## config.mk

```make
export PLATFORM = sky130hd
export DESIGN_NAME = usb_frame_timer
export DESIGN_NICKNAME = d
export VERILOG_FILES = /design/src/rtl/ft_pkg.sv /design/src/rtl/ft_cfg_regs.sv /design/src/rtl/ft_remaining.sv /design/src/rtl/ft_frame_seq.sv /design/src/rtl/ft_ls_gate.sv /design/src/rtl/usb_frame_timer.sv
export SDC_FILE = /design/constraint.sdc
export NUM_CORES = 1
export LEC_CHECK = 0
export BUFFER_PORTS_ARGS = -buffer_cell sky130_fd_sc_hd__clkbuf_2
export CAP_MARGIN = 10
export CORE_MARGIN = 4
export CORE_UTILIZATION = 40
export CTS_CLUSTER_SIZE = 12
export DETAILED_ROUTE_END_ITERATION = 10
export PLACE_DENSITY = 0.77
export SLEW_MARGIN = 0
export SYNTH_ARGS = -nofsm -noshare
export SYNTH_HDL_FRONTEND = slang
export SYNTH_SLANG_ARGS = --single-unit
```

## constraint.sdc

```tcl
create_clock -name clk -period 2.25 [get_ports clk]
set_input_delay 0 -clock clk [delete_from_list [all_inputs] [get_ports clk]]
set_output_delay 0 -clock clk [all_outputs]
set_load 0.005 [all_outputs]
```

## src/rtl/ft_pkg.sv

```systemverilog
// Package: shared constants and types of the frame interval timer.
// Assumes: a full-speed bit clock enable of 12 MHz, so 12000 ticks per 1 ms frame.
package ft_pkg;

    // Default widths and reset values of the timer
    localparam int FT_CNT_W     = 14;
    localparam int FT_FN_W      = 16;
    localparam int FT_IVL_RESET = 11999;
    localparam int FT_LS_RESET  = 1576;

    // Action taken by the remaining-time counter in a cycle
    typedef enum logic [1:0] {
        CNT_HOLD   = 2'd0,
        CNT_CLEAR  = 2'd1,
        CNT_DEC    = 2'd2,
        CNT_RELOAD = 2'd3
    } ft_cnt_op_e;

endpackage

```

## src/rtl/ft_cfg_regs.sv

```systemverilog
// Module: ft_cfg_regs
// Holds the frame length, its handover toggle and the low-speed threshold.
// Assumes: single-cycle write strobes; a written value is visible the next cycle.
module ft_cfg_regs #(
    parameter int CNT_W     = ft_pkg::FT_CNT_W,
    parameter int IVL_RESET = ft_pkg::FT_IVL_RESET,
    parameter int LS_RESET  = ft_pkg::FT_LS_RESET
) (
    input  logic             clk,
    input  logic             rst_n,
    input  logic             ivl_we,
    input  logic [CNT_W-1:0] ivl_data,
    input  logic             ivl_tgl,
    input  logic             ls_we,
    input  logic [CNT_W-1:0] ls_data,
    output logic [CNT_W-1:0] ivl_q,
    output logic             ivl_tgl_q,
    output logic [CNT_W-1:0] ls_q
);

    localparam logic [CNT_W-1:0] IVL_INIT = CNT_W'(IVL_RESET);
    localparam logic [CNT_W-1:0] LS_INIT  = CNT_W'(LS_RESET);

    // Frame length and its toggle, written together
    always_ff @(posedge clk) begin
        if (!rst_n) begin
            ivl_q     <= IVL_INIT;
            ivl_tgl_q <= 1'b0;
        end else if (ivl_we) begin
            ivl_q     <= ivl_data;
            ivl_tgl_q <= ivl_tgl;
        end
    end

    // Low-speed threshold
    always_ff @(posedge clk) begin
        if (!rst_n) begin
            ls_q <= LS_INIT;
        end else if (ls_we) begin
            ls_q <= ls_data;
        end
    end

endmodule

```

## src/rtl/ft_remaining.sv

```systemverilog
// Module: ft_remaining
// Remaining-time down counter. It steps on bit ticks, reloads after reaching
// zero and copies the length toggle on reload.
// Assumes: the frame length is already registered; run low parks the count at zero.
module ft_remaining #(
    parameter int CNT_W = ft_pkg::FT_CNT_W
) (
    input  logic             clk,
    input  logic             rst_n,
    input  logic             run,
    input  logic             bit_tick,
    input  logic [CNT_W-1:0] ivl_q,
    input  logic             ivl_tgl_q,
    output logic [CNT_W-1:0] rem_q,
    output logic             rem_tgl_q,
    output logic             reload_o
);
    import ft_pkg::*;

    localparam logic [CNT_W-1:0] CNT_ZERO = '0;
    localparam logic [CNT_W-1:0] CNT_ONE  = CNT_W'(1);

    ft_cnt_op_e op;

    // Pick this cycle's counter action
    always_comb begin
        if (!run)                 op = CNT_CLEAR;
        else if (!bit_tick)       op = CNT_HOLD;
        else if (rem_q == CNT_ZERO) op = CNT_RELOAD;
        else                      op = CNT_DEC;
    end

    assign reload_o = (op == CNT_RELOAD);

    // Counter register update
    always_ff @(posedge clk) begin
        if (!rst_n) begin
            rem_q <= CNT_ZERO;
        end else begin
            unique case (op)
                CNT_CLEAR:  rem_q <= CNT_ZERO;
                CNT_DEC:    rem_q <= rem_q - CNT_ONE;
                CNT_RELOAD: rem_q <= ivl_q;
                default:    rem_q <= rem_q;
            endcase
        end
    end

    // Toggle handover, taken only at a reload
    always_ff @(posedge clk) begin
        if (!rst_n)        rem_tgl_q <= 1'b0;
        else if (reload_o) rem_tgl_q <= ivl_tgl_q;
    end

endmodule

```

## src/rtl/ft_frame_seq.sv

```systemverilog
// Module: ft_frame_seq
// Frame number, start-of-frame strobe and sticky start-of-frame flag.
// Assumes: reload_i is a single-cycle request from the counter; a set wins over an acknowledge.
module ft_frame_seq #(
    parameter int FN_W = ft_pkg::FT_FN_W
) (
    input  logic            clk,
    input  logic            rst_n,
    input  logic            reload_i,
    input  logic            sof_ack,
    output logic [FN_W-1:0] frame_q,
    output logic            sof_pulse_q,
    output logic            sof_status_q
);

    localparam logic [FN_W-1:0] FN_ONE = FN_W'(1);

    // Frame number advances with natural wrap
    always_ff @(posedge clk) begin
        if (!rst_n)        frame_q <= '0;
        else if (reload_i) frame_q <= frame_q + FN_ONE;
    end

    // Registered strobe, aligned with the reloaded count
    always_ff @(posedge clk) begin
        if (!rst_n) sof_pulse_q <= 1'b0;
        else        sof_pulse_q <= reload_i;
    end

    // Sticky flag: set has priority over acknowledge
    always_ff @(posedge clk) begin
        if (!rst_n)        sof_status_q <= 1'b0;
        else if (reload_i) sof_status_q <= 1'b1;
        else if (sof_ack)  sof_status_q <= 1'b0;
    end

endmodule

```

## src/rtl/ft_ls_gate.sv

```systemverilog
// Module: ft_ls_gate
// Low-speed start permission: enough time is left in the frame.
// Assumes: both operands are registered, so the result is stable within a cycle.
module ft_ls_gate #(
    parameter int CNT_W = ft_pkg::FT_CNT_W
) (
    input  logic             run,
    input  logic [CNT_W-1:0] rem_q,
    input  logic [CNT_W-1:0] ls_q,
    output logic             ls_ok
);

    // Unsigned compare, gated by the operational state
    always_comb begin
        ls_ok = run && (rem_q >= ls_q);
    end

endmodule

```

## src/rtl/usb_frame_timer.sv

```systemverilog
// Module: usb_frame_timer
// Top level of the full-speed host frame interval timer.
// Assumes: bit_tick is a one-cycle enable at the bit rate; every readback has no side effect.
module usb_frame_timer #(
    parameter int CNT_W     = ft_pkg::FT_CNT_W,
    parameter int FN_W      = ft_pkg::FT_FN_W,
    parameter int IVL_RESET = ft_pkg::FT_IVL_RESET,
    parameter int LS_RESET  = ft_pkg::FT_LS_RESET
) (
    input  logic             clk,
    input  logic             rst_n,
    input  logic             bit_tick,
    input  logic             run,
    input  logic             ivl_we,
    input  logic [CNT_W-1:0] ivl_data,
    input  logic             ivl_tgl,
    input  logic             ls_we,
    input  logic [CNT_W-1:0] ls_data,
    input  logic             sof_ack,
    output logic [CNT_W-1:0] ivl_rd,
    output logic             ivl_tgl_rd,
    output logic [CNT_W-1:0] ls_rd,
    output logic [CNT_W-1:0] rem_count,
    output logic             rem_toggle,
    output logic [FN_W-1:0]  frame_num,
    output logic             sof_pulse,
    output logic             sof_status,
    output logic             ls_ok
);

    logic reload;

    ft_cfg_regs #(
        .CNT_W(CNT_W), .IVL_RESET(IVL_RESET), .LS_RESET(LS_RESET)
    ) cfg_i (
        .clk(clk), .rst_n(rst_n),
        .ivl_we(ivl_we), .ivl_data(ivl_data), .ivl_tgl(ivl_tgl),
        .ls_we(ls_we), .ls_data(ls_data),
        .ivl_q(ivl_rd), .ivl_tgl_q(ivl_tgl_rd), .ls_q(ls_rd)
    );

    ft_remaining #(.CNT_W(CNT_W)) rem_i (
        .clk(clk), .rst_n(rst_n), .run(run), .bit_tick(bit_tick),
        .ivl_q(ivl_rd), .ivl_tgl_q(ivl_tgl_rd),
        .rem_q(rem_count), .rem_tgl_q(rem_toggle), .reload_o(reload)
    );

    ft_frame_seq #(.FN_W(FN_W)) seq_i (
        .clk(clk), .rst_n(rst_n), .reload_i(reload), .sof_ack(sof_ack),
        .frame_q(frame_num), .sof_pulse_q(sof_pulse), .sof_status_q(sof_status)
    );

    ft_ls_gate #(.CNT_W(CNT_W)) gate_i (
        .run(run), .rem_q(rem_count), .ls_q(ls_rd), .ls_ok(ls_ok)
    );

endmodule

```

* After elaboration in Yosys (flattened, before gate mapping)
Cells that the tools add are included.
** Operators by class
- $add $sub $neg :: 2
- Multipliers :: 0
- Div/mod/pow operators :: 0
- Magnitude comparators :: 1
- Eq/ne operators :: 3
- Shifts and indexed selects :: 0
- Multiplexer cells :: 6
- Bitwise gates (word level) :: 0
- Reductions and logical operators :: 4
** Operator list (count)
- case mux 14 bit (3 select lines) :: 1
- adder 16 x 1 -> 16 bit (second input constant) :: 1
- greater-or-equal comparator 14 bit :: 1
- logical NOT 14 bit :: 1
- subtractor 14 x 1 -> 14 bit (second input constant) :: 1
- equality test 2 bit (second input constant) :: 2
- 2-to-1 mux 2 bit :: 2
- 2-to-1 mux 1 bit :: 3
- nonzero test 3 bit :: 1
- equality test 2 x 1 -> 1 bit (second input constant) :: 1
- nonzero test 2 bit :: 1
- logical AND 1 bit :: 1
** Word-level totals
- Register bits :: 62
- Latch bits :: 0
- Memory bits (writable) :: 0
- ROM bits :: 0
- Input port bits :: 36
- Output and inout port bits :: 63
- Word-level logic and storage cells :: 24
- Memories kept :: 0

* Longest topological paths before layout
Gate-level depths: netlist (run 1).
- Word-level depth :: 6
- Depth in mapped cells :: 9
- Depth with buffers taken out :: 7

* Hierarchy
Synthesis (run 1) repeated with hierarchy kept, for this count alone.
** Second synthesis, totals
- Cell total of the unflattened synthesis :: 348
- Area total of the unflattened synthesis :: 3173.0 um^2
** By module, submodules not included
- ft_cfg_regs :: instances 1, cells each 94, area an instance 1081.0 um^2, sequential area each 580.6 um^2
- ft_remaining :: instances 1, cells each 111, area an instance 910.9 um^2, sequential area each 300.3 um^2
- ft_frame_seq :: instances 1, cells each 94, area an instance 843.3 um^2, sequential area each 360.3 um^2
- ft_ls_gate :: instances 1, cells each 49, area an instance 337.8 um^2, sequential area each 0.0 um^2

* Least setup slack after synthesis (run 1)
No wires, ideal clock.
- Path kind :: reg2reg
- From :: register rem_i.rem_q[0]
- To :: register seq_i.frame_q[15]
- Library setup time :: 0.131 ns
- Arrival time :: 1.830 ns
- Required time :: 2.119 ns
- Setup slack :: 0.288 ns
- Cell stages (with the launch flop) :: 10
- Buffers on the path :: 2
- Clock period less this slack :: 1.962 ns
- Path through :: dfxtp_1 -> inv_1 -> ha_1 -> nor4b_1 -> and4_1 -> buf_6 -> nand4_4 -> buf_6 -> o311ai_2 -> o41ai_2
** On the way
- Word-level cells in the longest chain between the ends :: 5
** Ends and longest elaborated chain
- start, declared :: line ft_remaining.sv:14 : output logic [CNT_W-1:0] rem_q,
- start signal, assigned :: line ft_remaining.sv:42 : CNT_DEC: rem_q <= rem_q - CNT_ONE;
- start signal, assigned :: line ft_remaining.sv:43 : CNT_RELOAD: rem_q <= ivl_q;
- start signal, assigned :: line ft_remaining.sv:44 : default: rem_q <= rem_q;
- logical NOT 14 bit :: line ft_remaining.sv:29 : else if (rem_q == CNT_ZERO) op = CNT_RELOAD;
- 2-to-1 mux 1 bit :: line ft_remaining.sv:29
- 2-to-1 mux 2 bit :: line ft_remaining.sv:28 : else if (!bit_tick) op = CNT_HOLD;
- 2-to-1 mux 2 bit :: line ft_remaining.sv:27 : if (!run) op = CNT_CLEAR;
- equality test 2 bit :: line ft_remaining.sv:33 : assign reload_o = (op == CNT_RELOAD);
- end signal, assigned :: line ft_frame_seq.sv:21 : else if (reload_i) frame_q <= frame_q + FN_ONE;
- end, declared :: line ft_frame_seq.sv:11 : output logic [FN_W-1:0] frame_q,
No other way between the ends.
A chain may end at the register's enable or synchronous reset.

* Worst setup path after layout (run 1)
- From :: register rem_i.rem_q[0]
- To :: register seq_i.frame_q[7]
Same word-level chain as after synthesis.

==> metrics.txt, run 1 <==
# TYPE chip_impl_metric gauge
chip_impl_metric{name="post_synth_design_cell_area",unit="mm^2"} 0.00316
chip_impl_metric{name="ffs_w_async_s_r_synth",unit=""} 0
chip_impl_metric{name="detailedRoute.firstIterationViolations",unit=""} 158
chip_impl_metric{name="timing.critical_path.fanout_max",unit=""} 12
chip_impl_metric{name="initial_core_util",unit=""} 0.411
chip_impl_metric{name="final-seq-area",unit="mm^2"} 0.00124
chip_impl_metric{name="clock_latency",unit="ns"} 0.34
chip_impl_metric{name="multi_input_comb_area",unit="mm^2"} 0.00176
chip_impl_metric{name="required_worst_endpoint",unit="ns"} 2.52
chip_impl_metric{name="drt_pass1_iterations",unit=""} 5
chip_impl_metric{name="grt_first_pass_wirelength",unit="um"} 15500
chip_impl_metric{name="fp.dieW",unit="um"} 96.9
chip_impl_metric{name="timing.setup.tns",unit="ns"} 0
chip_impl_info{name="cp_cell_sequence",value="inv_1 -> ha_2 -> nor4b_1 -> and4_2 -> nand4_4 -> or4b_1 -> o21ai_0"} 1
chip_impl_metric{name="ant_nets",unit=""} 0
chip_impl_metric{name="power.switching",unit="mW"} 1.71
chip_impl_metric{name="floorplan.die_area",unit="mm^2"} 0.00939
chip_impl_metric{name="postSynthRegisterBits",unit=""} 62
chip_impl_info{name="most_common_library_cell_in_the_layout_ignoring_fill_and_taps",value="sky130_fd_sc_hd__clkbuf_2"} 1
chip_impl_metric{name="route.detailed.wl_per_inst",unit="um"} 15.2
chip_impl_info{name="cts_tree",value="done"} 1
chip_impl_info{name="timing.critical_path.to_type",value="flop"} 1
chip_impl_metric{name="cts_sinks",unit=""} 62
chip_impl_metric{name="layout_worst_path_cycle_share",unit=""} 0.921
chip_impl_info{name="synth_top_flop_cell",value="sky130_fd_sc_hd__dfxtp_1"} 1
chip_impl_metric{name="clockBufferDepth",unit=""} 2
chip_impl_metric{name="clock_skew",unit="ns"} 0.00666
chip_impl_metric{name="numPlacedInstances",unit=""} 556
chip_impl_metric{name="io_pins",unit=""} 99
chip_impl_metric{name="part_of_the_total_power_dissipated_in_sequential_elements",unit=""} 0.325
chip_impl_metric{name="worstMarginPinSlew",unit="ns"} 0.748
chip_impl_metric{name="max-slew-margin-rel",unit=""} 0.501
chip_impl_metric{name="drc",unit=""} 0
chip_impl_metric{name="cts-buffers-inserted",unit=""} 9
chip_impl_info{name="worst_setup_path_startpoint",value="rem_i.rem_q[0]"} 1
chip_impl_metric{name="power.leakage",unit="nW"} 1.98
chip_impl_metric{name="dr_total_vias",unit=""} 3177
chip_impl_metric{name="instances_no_fill",unit=""} 604
chip_impl_metric{name="power_frac_comb",unit=""} 0.463
chip_impl_metric{name="route.final.wire_length",unit="um"} 9160
chip_impl_metric{name="grt_overflow_total",unit=""} 0
chip_impl_metric{name="syn_nets",unit=""} 413
chip_impl_info{name="grt_setup_unrepaired",value="false"} 1
chip_impl_metric{name="placementRows",unit=""} 32
chip_impl_info{name="mostFrequentLayoutCells",value="sky130_fd_sc_hd__clkbuf_2 (98), sky130_fd_sc_hd__dfxtp_1 (62), sky130_fd_sc_hd__nand2_1 (41)"} 1
chip_impl_metric{name="antenna_cells_inserted",unit=""} 0
chip_impl_metric{name="yosysWarnings",unit=""} 0
chip_impl_metric{name="cpPeakStageDelay",unit="ns"} 0.50
chip_impl_metric{name="cellInternalPower",unit="mW"} 2.63
chip_impl_metric{name="clk_pin_slew",unit="ns"} 0.06
chip_impl_metric{name="final_layout_size_suffix_gt1_frac",unit=""} 0.273
chip_impl_metric{name="grt_antenna_before_repair",unit=""} 0
chip_impl_metric{name="synth.avg_cell_area",unit="um^2"} 8.78
chip_impl_metric{name="placement.io_buffers",unit=""} 98
chip_impl_metric{name="htreeDepth",unit=""} 3
chip_impl_metric{name="track_usage",unit=""} 0.200
chip_impl_metric{name="core-area",unit="mm^2"} 0.00769
chip_impl_info{name="setup.worst_path.start_class",value="flop"} 1
chip_impl_info{name="run_status",value="finished, final reports clean"} 1
chip_impl_metric{name="timing.final.setup_violations",unit=""} 0
chip_impl_metric{name="via_per_inst",unit=""} 5.26
chip_impl_metric{name="drv_slew",unit=""} 0
chip_impl_metric{name="hold_viol",unit=""} 0
chip_impl_metric{name="syn_inst",unit=""} 360
chip_impl_metric{name="final.min_clock_period",unit="ns"} 2.07
chip_impl_metric{name="switching_share",unit=""} 0.394
chip_impl_info{name="rr_startpoint",value="rem_i.rem_q[0]"} 1
chip_impl_metric{name="via_count_of_the_first_global_routing_pass",unit=""} 3191
chip_impl_metric{name="gp_congestion",unit=""} 0.940
chip_impl_metric{name="largest_net_degree_at_the_start_of_global_routing",unit=""} 29
chip_impl_metric{name="max_cap_viol_count",unit=""} 0
chip_impl_metric{name="filler_cell_count",unit=""} 735
chip_impl_metric{name="cp_data_arrival_time",unit="ns"} 2.34
chip_impl_info{name="hp-start",value="rst_n"} 1
chip_impl_metric{name="powerDensity",unit="mW/mm^2"} 1000
chip_impl_info{name="root_buffer",value="sky130_fd_sc_hd__clkbuf_8"} 1
chip_impl_metric{name="place_hpwl",unit="um"} 6640
chip_impl_info{name="type_of_the_tightest_min_delay_check",value="in2reg"} 1
chip_impl_metric{name="fmax",unit="MHz"} 483
chip_impl_metric{name="count_of_flip_flops_with_a_built_in_enable_after_synthesis",unit=""} 0
chip_impl_metric{name="pwr-share-clk",unit=""} 0.212
chip_impl_metric{name="area_growth_syn_to_layout",unit="%"} 36.8
chip_impl_metric{name="ir_drop",unit="uV"} 510
chip_impl_metric{name="synth_cell_types",unit=""} 56
chip_impl_metric{name="dieHeight",unit="um"} 96.9
chip_impl_metric{name="final_core_utilization",unit=""} 0.563
chip_impl_metric{name="num-nets-final",unit=""} 551
chip_impl_info{name="slowest_cell_on_crit_path",value="sky130_fd_sc_hd__or4b_1"} 1
chip_impl_metric{name="synth_seq_area_share",unit=""} 0.393
chip_impl_info{name="setup.worst_path.class",value="reg2reg"} 1
cell families after synthesis:
family | count (synthesis) | share of synthesized area
compound gates | 61 | 0.133
xor+xnor | 10 | 0.0277
fa+ha+maj | 17 | 0.0673
buf+inv | 41 | 0.0538
flops | 62 | 0.393
mux | 29 | 0.0918
simple gates | 140 | 0.234
critical path, delay by kind of cell, from the launching register on:
family                   cells  cell delay, ns
AND/OR/NAND/NOR              4            1.21
flip-flops                   1            0.34
adder cells (fa/ha/maj)      1            0.23
buffers and inverters        1            0.15
AO/OA/AOI/OAI                1            0.08
sequential cells by signal (all words and copies together), names as in the netlist:
name / count
cfg_i.ivl_q: 14
rem_i.rem_q: 14
cfg_i.ls_q: 14
rem_i.rem_tgl_q: 1
seq_i.sof_pulse_q: 1
cfg_i.ivl_tgl_q: 1
seq_i.sof_status_q: 1
seq_i.frame_q: 16
layout make-up:
| type | count | share of cell area |
|---|---|---|
| multi-input combinational | 257 | 0.408 |
| sequential | 62 | 0.287 |
| timing repair buffer | 145 | 0.212 |
| clock buffer | 15 | 0.0431 |
| tap | 102 | 0.0295 |
| inverter | 23 | 0.0200 |
path summary, 6_finish.rpt:
check        cells past startpoint                to  slack, ns
min reg2reg                      2    rem_i.rem_q[8]       0.49
max                              7  seq_i.frame_q[7]       0.18
max reg2reg                      7  seq_i.frame_q[7]       0.18
min                              3    cfg_i.ivl_q[9]        0.1
repair_timing:
item	CTS	global route
endpoints found under the hold margin	30	0
setup buffers	0	3
setup endpoints to repair	0	12
hold buffers	30	0
resized for setup	0	4
power groups by stage:
stage	Combinational, mW	Sequential, mW	Clock [mW]
finish	2.01	1.41	0.921
CTS	1.92	1.41	0.949
global route	2.23	1.43	0.992
detailed placement	1.86	1.43	0
global placement	1.84	1.42	0
floorplan	1.22	1.42	0
stage by stage:
step | setup WS, ns | instance area, um^2 | total power, mW | hold slack (ns)
floorplan | 0.288 | 3160 | 2.64 | 0.129
global placement | 0.223 | 3800 | 3.27 | 0.218
detailed placement | 0.152 | 3800 | 3.29 | 0.224
CTS | 0.124 | 4290 | 4.28 | 0.0878
global route | 0.00584 | 4320 | 4.66 | 0.0957
finish | 0.178 | 4320 | 4.34 | 0.0955
routing by layer:
layer  GRT usage  wire length, um  vias to the layer above  part of all wire
li1            -                -                     1563                 -
met1       0.235             3910                     1491              0.43
met3      0.0505              492                       19             0.054
met2       0.347             4590                      104              0.50
met4      0.0778              158                        0             0.017
met5           0                0                        -                 0
Yosys cell counts (2+ instances only):
| cell type | number | area share |
|---|---|---|
| sky130_fd_sc_hd__dfxtp_1 | 62 | 0.39 |
| sky130_fd_sc_hd__nand2_1 | 41 | 0.049 |
| sky130_fd_sc_hd__nor2_1 | 35 | 0.042 |
| sky130_fd_sc_hd__mux2i_1 | 29 | 0.092 |
| sky130_fd_sc_hd__inv_1 | 23 | 0.027 |
| sky130_fd_sc_hd__ha_1 | 17 | 0.067 |
| sky130_fd_sc_hd__a21oi_1 | 16 | 0.025 |
| sky130_fd_sc_hd__clkbuf_1 | 14 | 0.017 |
| sky130_fd_sc_hd__nand3_1 | 12 | 0.019 |
| sky130_fd_sc_hd__xnor2_1 | 9 | 0.025 |
| sky130_fd_sc_hd__nor3_1 | 8 | 0.013 |
| sky130_fd_sc_hd__nor4_1 | 8 | 0.016 |
| sky130_fd_sc_hd__o21ai_0 | 8 | 0.013 |
| sky130_fd_sc_hd__o211ai_1 | 7 | 0.017 |
| sky130_fd_sc_hd__a31oi_1 | 6 | 0.012 |
| sky130_fd_sc_hd__nand2b_1 | 5 | 0.0099 |
| sky130_fd_sc_hd__nor2b_1 | 4 | 0.0079 |
| sky130_fd_sc_hd__or4_1 | 4 | 0.0095 |
| sky130_fd_sc_hd__and4_1 | 3 | 0.0083 |
| sky130_fd_sc_hd__nor4b_1 | 3 | 0.0083 |
| sky130_fd_sc_hd__a211oi_1 | 2 | 0.0047 |
| sky130_fd_sc_hd__a22oi_1 | 2 | 0.0047 |
| sky130_fd_sc_hd__and2_1 | 2 | 0.0040 |
| sky130_fd_sc_hd__buf_6 | 2 | 0.0071 |
| sky130_fd_sc_hd__nand4b_1 | 2 | 0.0055 |
| sky130_fd_sc_hd__o2111ai_1 | 2 | 0.0055 |
| sky130_fd_sc_hd__o21a_1 | 2 | 0.0047 |
| sky130_fd_sc_hd__o22ai_1 | 2 | 0.0040 |
| sky130_fd_sc_hd__or3_1 | 2 | 0.0040 |
| sky130_fd_sc_hd__or4b_1 | 2 | 0.0063 |
No activity file was read; power rests on OpenSTA's default activity.
==> inputs of run 2 (changes only) <==
REMOVE_ABC_BUFFERS = 1   (was unset)
==> metrics.txt, run 2 (synthesis results as in run 1) <==
# TYPE chip_impl_metric gauge
chip_impl_metric{name="drt_pass1_iterations",unit=""} 4
chip_impl_metric{name="grt_overflow_total",unit=""} 0
chip_impl_metric{name="route.final.wire_length",unit="um"} 9140
chip_impl_metric{name="final_layout_size_suffix_gt1_frac",unit=""} 0.266
chip_impl_metric{name="cts-buffers-inserted",unit=""} 9
chip_impl_metric{name="powerDensity",unit="mW/mm^2"} 997
chip_impl_metric{name="dieHeight",unit="um"} 96.9
chip_impl_metric{name="core-area",unit="mm^2"} 0.00769
chip_impl_metric{name="numPlacedInstances",unit=""} 559
chip_impl_metric{name="timing.setup.tns",unit="ns"} 0
chip_impl_metric{name="timing.final.setup_violations",unit=""} 0
chip_impl_metric{name="power.leakage",unit="nW"} 1.98
chip_impl_info{name="cp_cell_sequence",value="buf_4 -> ha_1 -> or3_1 -> a221oi_1 -> o21ai_0 -> a22o_1 -> clkbuf_2"} 1
chip_impl_metric{name="ant_nets",unit=""} 0
chip_impl_info{name="timing.critical_path.to_type",value="output port"} 1
chip_impl_metric{name="max_cap_viol_count",unit=""} 0
chip_impl_metric{name="timing.critical_path.fanout_max",unit=""} 5
chip_impl_metric{name="dr_total_vias",unit=""} 3219
chip_impl_info{name="grt_setup_unrepaired",value="false"} 1
chip_impl_metric{name="antenna_cells_inserted",unit=""} 0
chip_impl_metric{name="grt_first_pass_wirelength",unit="um"} 15000
chip_impl_metric{name="io_pins",unit=""} 99
chip_impl_metric{name="post-route-cell-area",unit="mm^2"} 0.00431
chip_impl_metric{name="clock_latency",unit="ns"} 0.34
chip_impl_metric{name="final.min_clock_period",unit="ns"} 2.09
chip_impl_metric{name="htreeDepth",unit=""} 3
chip_impl_metric{name="filler_cell_count",unit=""} 721
chip_impl_info{name="root_buffer",value="sky130_fd_sc_hd__clkbuf_8"} 1
chip_impl_info{name="run_status",value="finished, final reports clean"} 1
chip_impl_metric{name="drv_slew",unit=""} 0
chip_impl_info{name="max_flop_register",value="seq_i.frame_q"} 1
chip_impl_metric{name="detailedRoute.firstIterationViolations",unit=""} 204
chip_impl_metric{name="clockBufferDepth",unit=""} 2
chip_impl_metric{name="place_hpwl",unit="um"} 6640
chip_impl_metric{name="hold_viol",unit=""} 0
chip_impl_metric{name="grt.met2_usage",unit=""} 0.332
chip_impl_metric{name="max-slew-margin-rel",unit=""} 0.489
chip_impl_info{name="slowest_cell_on_crit_path",value="sky130_fd_sc_hd__dfxtp_1"} 1
chip_impl_metric{name="via_count_of_the_first_global_routing_pass",unit=""} 3123
chip_impl_metric{name="postCtsHoldBufs",unit=""} 30
chip_impl_info{name="setup.worst_path.start_class",value="flop"} 1
chip_impl_metric{name="clock_skew",unit="ns"} 0.00793
chip_impl_metric{name="worstMarginPinSlew",unit="ns"} 0.766
chip_impl_metric{name="track_usage",unit=""} 0.196
chip_impl_metric{name="clk_pin_slew",unit="ns"} 0.07
chip_impl_metric{name="area_growth_syn_to_layout",unit="%"} 36.4
chip_impl_metric{name="met1_usage",unit=""} 0.238
chip_impl_info{name="grt_busiest_layer",value="met2"} 1
chip_impl_metric{name="largest_net_degree_at_the_start_of_global_routing",unit=""} 29
chip_impl_metric{name="via_per_inst",unit=""} 5.32
chip_impl_metric{name="route.detailed.wl_per_inst",unit="um"} 15.1
chip_impl_metric{name="cp_data_arrival_time",unit="ns"} 2.09
chip_impl_info{name="cts_tree",value="done"} 1
chip_impl_info{name="most_common_library_cell_in_the_layout_ignoring_fill_and_taps",value="sky130_fd_sc_hd__clkbuf_2"} 1
chip_impl_info{name="type_of_the_tightest_min_delay_check",value="in2reg"} 1
chip_impl_metric{name="grt_use_met3",unit=""} 0.0555
chip_impl_metric{name="place_area",unit="mm^2"} 0.00382
chip_impl_metric{name="cts_sinks",unit=""} 62
chip_impl_metric{name="post_cts.repair.setup_buffers",unit=""} 0
chip_impl_metric{name="drc",unit=""} 0
chip_impl_metric{name="post-layout-total-power",unit="mW"} 4.30
chip_impl_info{name="mostFrequentLayoutCells",value="sky130_fd_sc_hd__clkbuf_2 (98), sky130_fd_sc_hd__dfxtp_1 (62), sky130_fd_sc_hd__nand2_1 (41)"} 1
chip_impl_metric{name="cpPeakStageDelay",unit="ns"} 0.34
chip_impl_metric{name="final_core_utilization",unit=""} 0.561
chip_impl_metric{name="floorplan.die_area",unit="mm^2"} 0.00939
chip_impl_metric{name="initial_core_util",unit=""} 0.411
chip_impl_metric{name="layout_worst_path_cycle_share",unit=""} 0.928
chip_impl_metric{name="postCtsResizedCells",unit=""} 0
chip_impl_metric{name="instances_no_fill",unit=""} 605
chip_impl_metric{name="placement.io_buffers",unit=""} 98
chip_impl_metric{name="ir_drop",unit="uV"} 453
chip_impl_metric{name="fp.dieW",unit="um"} 96.9
chip_impl_metric{name="largest_register_ffs",unit=""} 16
chip_impl_metric{name="num-nets-final",unit=""} 551
chip_impl_metric{name="gp_congestion",unit=""} 0.930
chip_impl_metric{name="fmax",unit="MHz"} 479
chip_impl_metric{name="required_worst_endpoint",unit="ns"} 2.25
chip_impl_metric{name="placementRows",unit=""} 32
chip_impl_metric{name="grt_antenna_before_repair",unit=""} 0
chip_impl_info{name="setup.worst_path.class",value="reg2out"} 1
==> run 2: changes by cell type in the layout (fill, tap and decap cells not counted), sizes merged <==
cell	delta
clkbuf	-1
clkinvlp	+2
==> run 2: critical path, delay by kind of cell (launching register included) <==
family | cells | cell delay, ns
adder cells (fa/ha/maj) | 1 | 0.17
AND/OR/NAND/NOR | 1 | 0.34
buffers and inverters | 2 | 0.29
AO/OA/AOI/OAI | 3 | 0.62
flip-flops | 1 | 0.34
==> run 2: area by class of cell <==
| class | count | area, um^2 | area share |
|---|---|---|---|
| timing repair buffer | 145 | 918 | 0.213 |
| inverter | 23 | 86.3 | 0.0200 |
| clock inverter | 2 | 15.0 | 0.00348 |
| clock buffer | 14 | 173 | 0.0401 |
| sequential | 62 | 1240 | 0.288 |
| multi-input combinational | 257 | 1750 | 0.406 |
| tap | 102 | 128 | 0.0296 |
==> run 2: worst paths after layout <==
check	startpoint	to	slack, ns	cells after the start
max	rem_i.rem_q[6]	ls_ok	0.16	7
min	rst_n	cfg_i.ivl_q[0]	0.09	3
max reg2reg	rem_i.rem_q[0]	rem_i.rem_q[10]	0.17	9
min reg2reg	cfg_i.ivl_q[12]	rem_i.rem_q[12]	0.49	2
==> run 2: metrics by stage <==
step / setup WS (ns) / hold slack (ns)
after floorplan: 0.160 / 0.0619
after global placement: 0.294 / 0.215
after detailed placement: 0.212 / 0.220
after CTS: 0.152 / 0.0878
after global routing: 0.0340 / 0.107
final: 0.163 / 0.0935
==> run 2: where the power goes <==
part	internal [mW]	switching (mW)	leakage, nW	total [mW]
clock network	0.491	0.428	0.0889	0.919
logic	0.861	1.15	1.38	2.01
registers	1.23	0.138	0.508	1.37
==> run 2: per-layer routing <==
layer | up-vias | share of wire
li1 | 1560 | -
met1 | 1521 | 0.43
met2 | 119 | 0.48
met3 | 19 | 0.067
met4 | 0 | 0.022
met5 | - | 0
==> inputs of run 3 (changes only) <==
BUFFER_PORTS_ARGS = unset   (was -buffer_cell sky130_fd_sc_hd__clkbuf_2)
DONT_BUFFER_PORTS = 1   (was unset)
MAX_ROUTING_LAYER = met4   (was unset)
PLACE_DENSITY = 0.66   (was 0.77)
==> metrics.txt, run 3 (synthesis results as in run 1) <==
# TYPE chip_impl_metric gauge
chip_impl_info{name="run_status",value="finished, final reports clean"} 1
chip_impl_metric{name="max-slew-margin-rel",unit=""} 0.452
chip_impl_metric{name="via_count_of_the_first_global_routing_pass",unit=""} 2907
chip_impl_info{name="setup.worst_path.start_class",value="flop"} 1
chip_impl_metric{name="htreeDepth",unit=""} 3
chip_impl_metric{name="met1_usage",unit=""} 0.242
chip_impl_metric{name="min_delay_path_depth",unit=""} 3
chip_impl_metric{name="ir_drop",unit="uV"} 504
chip_impl_metric{name="grt_overflow_total",unit=""} 0
chip_impl_metric{name="dr_total_vias",unit=""} 2948
chip_impl_metric{name="clockBufferDepth",unit=""} 2
chip_impl_metric{name="placementRows",unit=""} 32
chip_impl_metric{name="clk_pin_slew",unit="ns"} 0.07
chip_impl_metric{name="route.final.wire_length",unit="um"} 9320
chip_impl_info{name="cp_cell_sequence",value="nor3_1 -> nand3b_1 -> nor2_1 -> a31oi_1 -> a31oi_1"} 1
chip_impl_info{name="critical-path-top-delay-family",value="simple AND/OR/NAND/NOR gates"} 1
chip_impl_metric{name="track_usage",unit=""} 0.208
chip_impl_metric{name="largest_register_ffs",unit=""} 16
chip_impl_metric{name="timing.critical_path.fanout_max",unit=""} 10
chip_impl_metric{name="drt_pass1_iterations",unit=""} 5
chip_impl_metric{name="r2r_cells",unit=""} 5
chip_impl_metric{name="filler_cell_count",unit=""} 712
chip_impl_metric{name="ant_nets",unit=""} 0
chip_impl_metric{name="powerDensity",unit="mW/mm^2"} 1040
chip_impl_metric{name="place_hpwl",unit="um"} 6310
chip_impl_metric{name="cts-buffers-inserted",unit=""} 9
chip_impl_metric{name="final-seq-area",unit="mm^2"} 0.00124
chip_impl_metric{name="detailedRoute.firstIterationViolations",unit=""} 180
chip_impl_metric{name="post-layout-total-power",unit="mW"} 4.38
chip_impl_metric{name="instances_no_fill",unit=""} 543
chip_impl_metric{name="area_growth_syn_to_layout",unit="%"} 33.3
chip_impl_metric{name="grt_use_met3",unit=""} 0.0901
chip_impl_info{name="r2r-end",value="rem_i.rem_q[5]"} 1
chip_impl_metric{name="largest_net_degree_at_the_start_of_global_routing",unit=""} 29
chip_impl_metric{name="grt_first_pass_wirelength",unit="um"} 15400
chip_impl_info{name="slowest_cell_on_crit_path",value="sky130_fd_sc_hd__nor3_1"} 1
chip_impl_metric{name="via_per_inst",unit=""} 5.43
chip_impl_metric{name="io_pins",unit=""} 99
chip_impl_metric{name="num-nets-final",unit=""} 489
chip_impl_metric{name="clock_skew",unit="ns"} 0.00778
chip_impl_metric{name="power.leakage",unit="nW"} 1.72
chip_impl_info{name="timing.critical_path.to_type",value="flop"} 1
chip_impl_metric{name="antenna_cells_inserted",unit=""} 0
chip_impl_metric{name="hold_viol",unit=""} 0
chip_impl_info{name="hp-start",value="bit_tick"} 1
chip_impl_metric{name="fp.dieW",unit="um"} 96.9
chip_impl_metric{name="placement.io_buffers",unit=""} 0
chip_impl_metric{name="place_area",unit="mm^2"} 0.00333
chip_impl_metric{name="layout_worst_path_cycle_share",unit=""} 0.940
chip_impl_metric{name="cts_sinks",unit=""} 62
chip_impl_metric{name="clock_latency",unit="ns"} 0.34
chip_impl_metric{name="cpPeakStageDelay",unit="ns"} 0.42
chip_impl_info{name="mostFrequentLayoutCells",value="sky130_fd_sc_hd__dfxtp_1 (62), sky130_fd_sc_hd__dlygate4sd3_1 (62), sky130_fd_sc_hd__nand2_1 (41)"} 1
chip_impl_metric{name="multi_input_comb_area",unit="mm^2"} 0.00175
chip_impl_metric{name="final_core_utilization",unit=""} 0.548
chip_impl_info{name="type_of_the_tightest_min_delay_check",value="in2reg"} 1
chip_impl_metric{name="route.detailed.wl_per_inst",unit="um"} 17.2
chip_impl_metric{name="grt_antenna_before_repair",unit=""} 0
chip_impl_metric{name="worstMarginPinSlew",unit="ns"} 0.819
chip_impl_metric{name="core-area",unit="mm^2"} 0.00769
chip_impl_metric{name="drc",unit=""} 0
chip_impl_metric{name="grt.met2_usage",unit=""} 0.324
chip_impl_info{name="max_flop_register",value="seq_i.frame_q"} 1
chip_impl_metric{name="gp_congestion",unit=""} 0.959
chip_impl_metric{name="post-route-cell-area",unit="mm^2"} 0.00421
chip_impl_metric{name="dieHeight",unit="um"} 96.9
chip_impl_info{name="grt_busiest_layer",value="met2"} 1
chip_impl_info{name="cts_tree",value="done"} 1
chip_impl_metric{name="numPlacedInstances",unit=""} 461
chip_impl_metric{name="critical_path.n_buffers_inverters",unit=""} 0
chip_impl_metric{name="required_worst_endpoint",unit="ns"} 2.49
chip_impl_metric{name="timing.final.setup_violations",unit=""} 0
chip_impl_info{name="hold-path-endpoint",value="rem_i.rem_q[12]"} 1
chip_impl_metric{name="drv_slew",unit=""} 0
chip_impl_metric{name="max_cap_viol_count",unit=""} 0
chip_impl_metric{name="cp_data_arrival_time",unit="ns"} 2.36
chip_impl_info{name="rr_startpoint",value="rem_i.rem_q[2]"} 1
chip_impl_metric{name="fmax",unit="MHz"} 473
chip_impl_metric{name="floorplan.die_area",unit="mm^2"} 0.00939
chip_impl_metric{name="final_layout_size_suffix_gt1_frac",unit=""} 0.0930
chip_impl_metric{name="fin_worst_hold_slack",unit="ns"} 0.0344
chip_impl_metric{name="final.min_clock_period",unit="ns"} 2.11
chip_impl_metric{name="initial_core_util",unit=""} 0.411
chip_impl_info{name="root_buffer",value="sky130_fd_sc_hd__clkbuf_8"} 1
chip_impl_info{name="setup.worst_path.class",value="reg2reg"} 1
chip_impl_metric{name="r2r_setup_slack",unit="ns"} 0.14
chip_impl_info{name="cpMostUsedCell",value="sky130_fd_sc_hd__a31oi_1"} 1
==> run 3: tightest hold or removal path, stage by stage <==
cell,delay (ns)
sky130_fd_sc_hd__nand2_1,0.06
sky130_fd_sc_hd__o211ai_1,0.10
sky130_fd_sc_hd__a31oi_1,0.17
==> run 3: repair_timing <==
| action | 4_1_cts | 5_1_grt |
|---|---|---|
| gates resized for setup | 0 | 1 |
| hold buffers | 63 | 0 |
| setup endpoints to repair | 0 | 2 |
| buffers inserted | 0 | 3 |
| endpoints found under the hold margin | 50 | 0 |
==> run 3: how the worst max path moves through the flow <==
stage,slack (ns),endpoint,cells after the start,start
floorplan,0.16,seq_i.frame_q[7],7,rem_i.rem_q[0]
global placement,0.24,seq_i.frame_q[9],5,rem_i.rem_q[4]
detailed placement,0.13,seq_i.frame_q[7],7,rem_i.rem_q[0]
CTS,0.09,seq_i.frame_q[7],7,rem_i.rem_q[0]
global route,-0.04,seq_i.frame_q[11],8,rem_i.rem_q[0]
finish,0.14,rem_i.rem_q[5],5,rem_i.rem_q[2]
==> run 3: per-layer routing <==
metal,share of wire,up-vias
met3,0.092,15
met2,0.48,112
met1,0.41,1380
li1,-,1441
met5,0,-
met4,0.020,0
==> run 3: layout make-up <==
type / instances / share of cell area
Multi-Input combinational cell: 257 / 0.416
Sequential cell: 62 / 0.295
Timing Repair Buffer: 83 / 0.188
Clock buffer: 12 / 0.0345
Tap cell: 102 / 0.0303
Inverter: 23 / 0.0205
Clock inverter: 4 / 0.0166
==> run 3: report_power, final <==
group	total (mW)	switching, mW	internal [mW]
combinational	1.90	1.09	0.811
clock	1.09	0.441	0.652
sequential	1.39	0.156	1.23
==> run 3: through the flow <==
stage,setup TNS (ns),setup slack (ns)
floorplan,0,0.160
global placement,0,0.243
detailed placement,0,0.125
CTS,0,0.0871
global route,-0.0665,-0.0383
finish,0,0.135
